`src/rtl/sport_irq_pkg.sv`:
```
package sport_irq_pkg;
  localparam int REG_W   = 8;
  localparam int FLAG_N  = 5;
  // status bit positions, decoded by software
  localparam int F_TXE   = 4;
  localparam int F_RXF   = 3;
  localparam int F_ORE   = 2;
  localparam int F_FER   = 1;
  localparam int F_PER   = 0;
  localparam int ERR_HI  = F_ORE;
  localparam int ERR_LO  = F_PER;
  // control bit positions, decoded by software
  localparam int C_TXIE  = 7;
  localparam int C_RXIE  = 6;
  localparam int C_TXEN  = 5;
  localparam int C_RXEN  = 4;
  localparam int C_MPIE  = 3;
  localparam int C_TEND  = 2;
  localparam int C_CKHI  = 1;
  localparam int C_CKLO  = 0;
  localparam int PAD_W   = REG_W - FLAG_N;

  typedef logic [REG_W-1:0]  reg_t;
  typedef logic [FLAG_N-1:0] flag_t;
endpackage

```
`src/rtl/sport_ctrl_reg.sv`:
```
module sport_ctrl_reg
  import sport_irq_pkg::*;
(
  input  logic clk,
  input  logic rst,
  input  logic stby,
  input  logic wr_en,
  input  reg_t wdata,
  output reg_t ctrl_q
);
  always_ff @(posedge clk) begin
    if (rst || stby) ctrl_q <= '0;
    else if (wr_en)  ctrl_q <= wdata;
  end
endmodule

```
`src/rtl/sport_flag_cell.sv`:
```
module sport_flag_cell (
  input  logic clk,
  input  logic rst,
  input  logic set_pulse,
  input  logic rd_stat,
  input  logic wr_stat,
  input  logic wbit,
  output logic flag_q
);
  logic arm_q;
  logic clr;

  always_comb clr = wr_stat && !wbit && arm_q;

  always_ff @(posedge clk) begin
    if (rst) begin
      flag_q <= 1'b0;
      arm_q  <= 1'b0;
    end else begin
      if (set_pulse) flag_q <= 1'b1;
      else if (clr)  flag_q <= 1'b0;
      if (clr)                     arm_q <= 1'b0;
      else if (rd_stat && flag_q)  arm_q <= 1'b1;
    end
  end
endmodule

```
`src/rtl/sport_irq_gen.sv`:
```
module sport_irq_gen
  import sport_irq_pkg::*;
(
  input  logic  clk,
  input  logic  rst,
  input  flag_t flags,
  input  logic  tx_ie,
  input  logic  rx_ie,
  output logic  irq_txe,
  output logic  irq_rxf,
  output logic  irq_err
);
  always_ff @(posedge clk) begin
    if (rst) begin
      irq_txe <= 1'b0;
      irq_rxf <= 1'b0;
      irq_err <= 1'b0;
    end else begin
      irq_txe <= flags[F_TXE] && tx_ie;
      irq_rxf <= flags[F_RXF] && rx_ie;
      irq_err <= (|flags[ERR_HI:ERR_LO]) && rx_ie;
    end
  end
endmodule

```
`src/rtl/sport_irq_ctrl.sv`:
```
module sport_irq_ctrl
  import sport_irq_pkg::*;
(
  input  logic       clk,
  input  logic       rst,
  input  logic       standby_i,
  input  logic       mod_standby_i,
  input  logic       bus_sel_stat,
  input  logic       bus_rd,
  input  logic       bus_wr,
  input  logic [7:0] bus_wdata,
  output logic [7:0] bus_rdata,
  input  logic       ev_tx_empty,
  input  logic       ev_rx_full,
  input  logic       ev_overrun,
  input  logic       ev_frame_err,
  input  logic       ev_parity_err,
  output logic       irq_tx_empty,
  output logic       irq_rx_full,
  output logic       irq_rx_err,
  output logic       ctl_tx_en,
  output logic       ctl_rx_en,
  output logic       ctl_mp_int_en,
  output logic       ctl_tx_end_int_en,
  output logic [1:0] ctl_clk_sel
);
  reg_t  ctrl_q;
  flag_t flag_q;
  flag_t ev_vec;
  logic  rd_stat, wr_stat, wr_ctrl;

  always_comb begin
    ev_vec         = '0;
    ev_vec[F_TXE]  = ev_tx_empty;
    ev_vec[F_RXF]  = ev_rx_full;
    ev_vec[F_ORE]  = ev_overrun;
    ev_vec[F_FER]  = ev_frame_err;
    ev_vec[F_PER]  = ev_parity_err;
    rd_stat        = bus_rd && bus_sel_stat;
    wr_stat        = bus_wr && bus_sel_stat;
    wr_ctrl        = bus_wr && !bus_sel_stat;
  end

  sport_ctrl_reg i_ctrl (
    .clk    (clk),
    .rst    (rst),
    .stby   (standby_i || mod_standby_i),
    .wr_en  (wr_ctrl),
    .wdata  (bus_wdata),
    .ctrl_q (ctrl_q)
  );

  for (genvar g = 0; g < FLAG_N; g++) begin : g_flag
    sport_flag_cell i_cell (
      .clk       (clk),
      .rst       (rst),
      .set_pulse (ev_vec[g]),
      .rd_stat   (rd_stat),
      .wr_stat   (wr_stat),
      .wbit      (bus_wdata[g]),
      .flag_q    (flag_q[g])
    );
  end

  sport_irq_gen i_irq (
    .clk     (clk),
    .rst     (rst),
    .flags   (flag_q),
    .tx_ie   (ctrl_q[C_TXIE]),
    .rx_ie   (ctrl_q[C_RXIE]),
    .irq_txe (irq_tx_empty),
    .irq_rxf (irq_rx_full),
    .irq_err (irq_rx_err)
  );

  always_ff @(posedge clk) begin
    if (rst || !bus_rd)    bus_rdata <= '0;
    else if (bus_sel_stat) bus_rdata <= {{PAD_W{1'b0}}, flag_q};
    else                   bus_rdata <= ctrl_q;
  end

  always_comb begin
    ctl_tx_en         = ctrl_q[C_TXEN];
    ctl_rx_en         = ctrl_q[C_RXEN];
    ctl_mp_int_en     = ctrl_q[C_MPIE];
    ctl_tx_end_int_en = ctrl_q[C_TEND];
    ctl_clk_sel       = ctrl_q[C_CKHI:C_CKLO];
  end
endmodule

```
`config.mk`:
```
export PLATFORM = sky130hd
export DESIGN_NAME = sport_irq_ctrl
export DESIGN_NICKNAME = d
export VERILOG_FILES = /design/src/rtl/sport_irq_pkg.sv /design/src/rtl/sport_ctrl_reg.sv /design/src/rtl/sport_flag_cell.sv /design/src/rtl/sport_irq_gen.sv /design/src/rtl/sport_irq_ctrl.sv
export SDC_FILE = /design/constraint.sdc
export NUM_CORES = 1
export LEC_CHECK = 0
export ABC_AREA = 1
export BUFFER_PORTS_ARGS = -buffer_cell sky130_fd_sc_hd__buf_4
export CORE_MARGIN = 2
export CORE_UTILIZATION = 48
export CTS_CLUSTER_DIAMETER = 150
export DETAILED_ROUTE_END_ITERATION = 10
export PLACE_DENSITY_LB_ADDON = 0.1
export SKIP_CTS_REPAIR_TIMING = 1
export SLEW_MARGIN = 30
export SYNTH_ARGS = -nofsm -noshare
export SYNTH_HDL_FRONTEND = slang
export SYNTH_SLANG_ARGS = --single-unit
```
`constraint.sdc`:
```
create_clock -name clk -period 0.8 [get_ports clk]
set_input_delay 0.04 -clock clk [delete_from_list [all_inputs] [get_ports clk]]
set_output_delay 0.04 -clock clk [all_outputs]
set_load 0.1 [all_outputs]
```
==> results.py <==
metrics = {
    "pwr": {
        "p_int_w": 0.002000,
        "pwr-share-clk_pct": 29.3,
        "ir_worst_vdd_uv": 1162,
        "combinationalPowerShare_pct": 16.4,
        "p_seq_share_pct": 54.3,
        "p_leak_nw": 0.7899,
        "p_sw_w": 0.0008123,
        "netSwitchingFraction_pct": 28.88,
        "power.total_w": 0.002812,
        "p_per_area_nw_per_um2": 1554,
    },
    "setup_path": {
        "crit_type": "reg -> out",
        "max_stage_delay_ns": 0.38,
        "reg2reg_slack_ns": 0.01,
        "cp.required_ns": 0.76,
        "cp-end-kind": "primary output",
        "critPathSlowestCell": "dfxtp_4",
        "cp_num_buf_inv": 1,
        "critical_path_arrival_ns": 0.89,
        "crit_path_start_kind": "register",
        "critPathMaxFanout": 3,
        "worstPathCellList": "buf_12",
        "crit_family": "flip-flops",
    },
    "layout": {
        "area_delta_synth_final_pct": 65.07,
        "fin_cells": 232,
        "num-fill-cells": 135,
        "n_antenna_cell": 0,
        "drive_gt1_share_pct": 38.24,
        "fin_nets": 223,
        "final_cell_mix": "nand2_1, buf_4, nor2_1, nand3_1, buf_12",
        "multi_input_area_sq_um": 425.4,
        "seq_area_sq_um": 623.1,
        "final_common_cell": "nand2_1",
    },
    "sta": {
        "rsz0062_at_grt": "true",
        "setup_viol_count_final": 17,
        "setup_slack_ns": -0.1263,
        "hold_ws_ns": -0.02182,
        "finalHoldViolCount": 2,
        "slew_viol_final": 0,
        "period_needed_ns": 0.9263,
        "finalClockSkew_ns": 0.008433,
        "fmax_ghz": 1.080,
        "period_share_pct": 115.8,
        "relSlewSlack_pct": 76.81,
        "tightestPinTransition_ns": 0.3470,
    },
    "route": {
        "drt.antenna.violating_nets": 0,
        "drt_iter0_drc": 45,
        "dr.pass1.iters": 4,
        "avgRoutedWirePerCell_um": 14.72,
        "vias_per_cell": 5.284,
        "vias": 1226,
        "route.detailed.drc": 0,
        "routed_wl_um": 3416,
    },
    "clock_tree": {
        "clock_latency_ns": 0.33,
        "cts_sinks": 29,
        "cts_root_buffer": "clkbuf_4",
        "clk_pin_slew_worst_paths_ns": 0.10,
        "clk_path_buf_depth": 2,
        "cts_buffers": 5,
        "cts_tree": "done",
        "htreeDepth": 2,
    },
    "worst_hold_path": {
        "hp-class": "in -> reg",
    },
    "placement": {
        "dp_hpwl_um": 1871,
        "dp.cells": 213,
        "port_buffers": 36,
        "routabilityCongestion": 0.8082,
    },
    "floorplanning": {
        "core_sq_um": 2191,
        "die_w_um": 51.79,
        "dieHeight_um": 51.79,
        "dieArea_sq_um": 2682,
        "boundaryPins": 37,
        "row_count": 17,
        "start_util_pct": 50.03,
    },
    "global_routing": {
        "grt_pass1_wl_um": 4029,
        "grt_util_all_layers_pct": 21.49,
        "grt_pass1_vias": 970,
        "grt_overflow": 0,
        "antenna_found_initial": 0,
        "grt_max_degree": 16,
    },
    "yosys": {
        "netlist.area_leader.share_pct": 52.97,
        "yosys_warnings": 0,
        "synthCells": 149,
        "syn_area_per_cell_sq_um": 7.356,
        "netlist_top_cells_area": "dfxtp_1, nand2_1, nand3_1",
        "seq_area_frac_synth_pct": 52.97,
        "yosys_register_bits": 29,
        "synth_largest_area_cell": "dfxtp_1",
        "synth_nets": 169,
        "syn_area_sq_um": 1096,
        "synth_cell_types": 12,
    },
    "outcome": {
        "status": "complete, but fails checks",
        "violations": "negative hold slack, negative setup slack",
    },
    "run": {
        "maxCapViolations": 0,
    },
}
path summary, 6_finish.rpt:
path,end,depth (start not counted),startpoint
worst max-delay path,ctl_tx_end_int_en,1,i_ctrl.ctrl_q[2]$_SDFFE_PP0P_
worst min register to register,i_irq.irq_txe$_SDFF_PP0_,2,i_ctrl.ctrl_q[7]$_SDFFE_PP0P_
worst max register to register,g_flag[3].i_cell.arm_q$_SDFFE_PP0P_,5,g_flag[3].i_cell.arm_q$_SDFFE_PP0P_
worst min-delay path,i_ctrl.ctrl_q[5]$_SDFFE_PP0P_,3,bus_wdata[5]
cells in the mapped netlist (all sizes together):
library cell and instances:
nand2 50, dfxtp 29, o21ai 1, inv 16
buf 4, a21oi 12, nor2 18, nor3 1
nand3 18
state kept, by name, indices dropped and copies added, names as in the netlist:
name,cells
i_ctrl.ctrl_q,8
bus_rdata,8
g_flag.i_cell.flag_q,5
i_irq.irq_rxf,1
g_flag.i_cell.arm_q,5
i_irq.irq_err,1
i_irq.irq_txe,1
metrics by stage:
step / utilization, % / cell area [sq um] / TNS [ns] / worst slack (ns)
global placement: 65.28 / 1430 / 0 / 0.05157
global route: 82.58 / 1809 / -2.320 / -0.1595
floorplan: - / 1132 / 0 / 0.01879
finish: 82.58 / 1809 / -1.789 / -0.1263
CTS: 67.56 / 1480 / -3.149 / -0.2151
detailed placement: 65.28 / 1430 / 0 / 0.03960
cell type report:
| cell class | instances | share of cell area, % |
|---|---|---|
| sequential | 29 | 34.44 |
| timing repair buffer | 51 | 34.02 |
| multi-input combinational | 100 | 23.51 |
| inverter | 16 | 3.319 |
| clock buffer | 5 | 2.075 |
| tap | 28 | 1.936 |
| clock inverter | 3 | 0.6916 |
kinds of logic (layout without fill, tap and decap cells):
kind of cell | count (synthesis) | count (layout) | share of synthesized area (%)
simple gates | 87 | 87 | 32.19
flops | 29 | 29 | 52.97
buf+inv | 20 | 75 | 8.904
compound gates | 13 | 13 | 5.936
power groups by stage:
| stage | Clock [W] | Combinational [W] | Sequential [W] |
|---|---|---|---|
| after floorplan | 0 | 0.000157 | 0.00163 |
| after global placement | 0 | 0.000372 | 0.00154 |
| after detailed placement | 0 | 0.000380 | 0.00155 |
| after CTS | 0.000818 | 0.000382 | 0.00151 |
| after global routing | 0.000909 | 0.000501 | 0.00153 |
| final | 0.000824 | 0.000462 | 0.00153 |
metal layers:
metal	share of wire [%]	wire, um	up-vias	GRT usage (%)
li1	-	-	572	-
met1	36	1246	561	23.03
met2	51	1754	78	36.11
met3	8.1	277	15	8.908
met4	4.0	138	0	10.96
met5	0	0	-	0
Power figures use the tool's default switching activity.
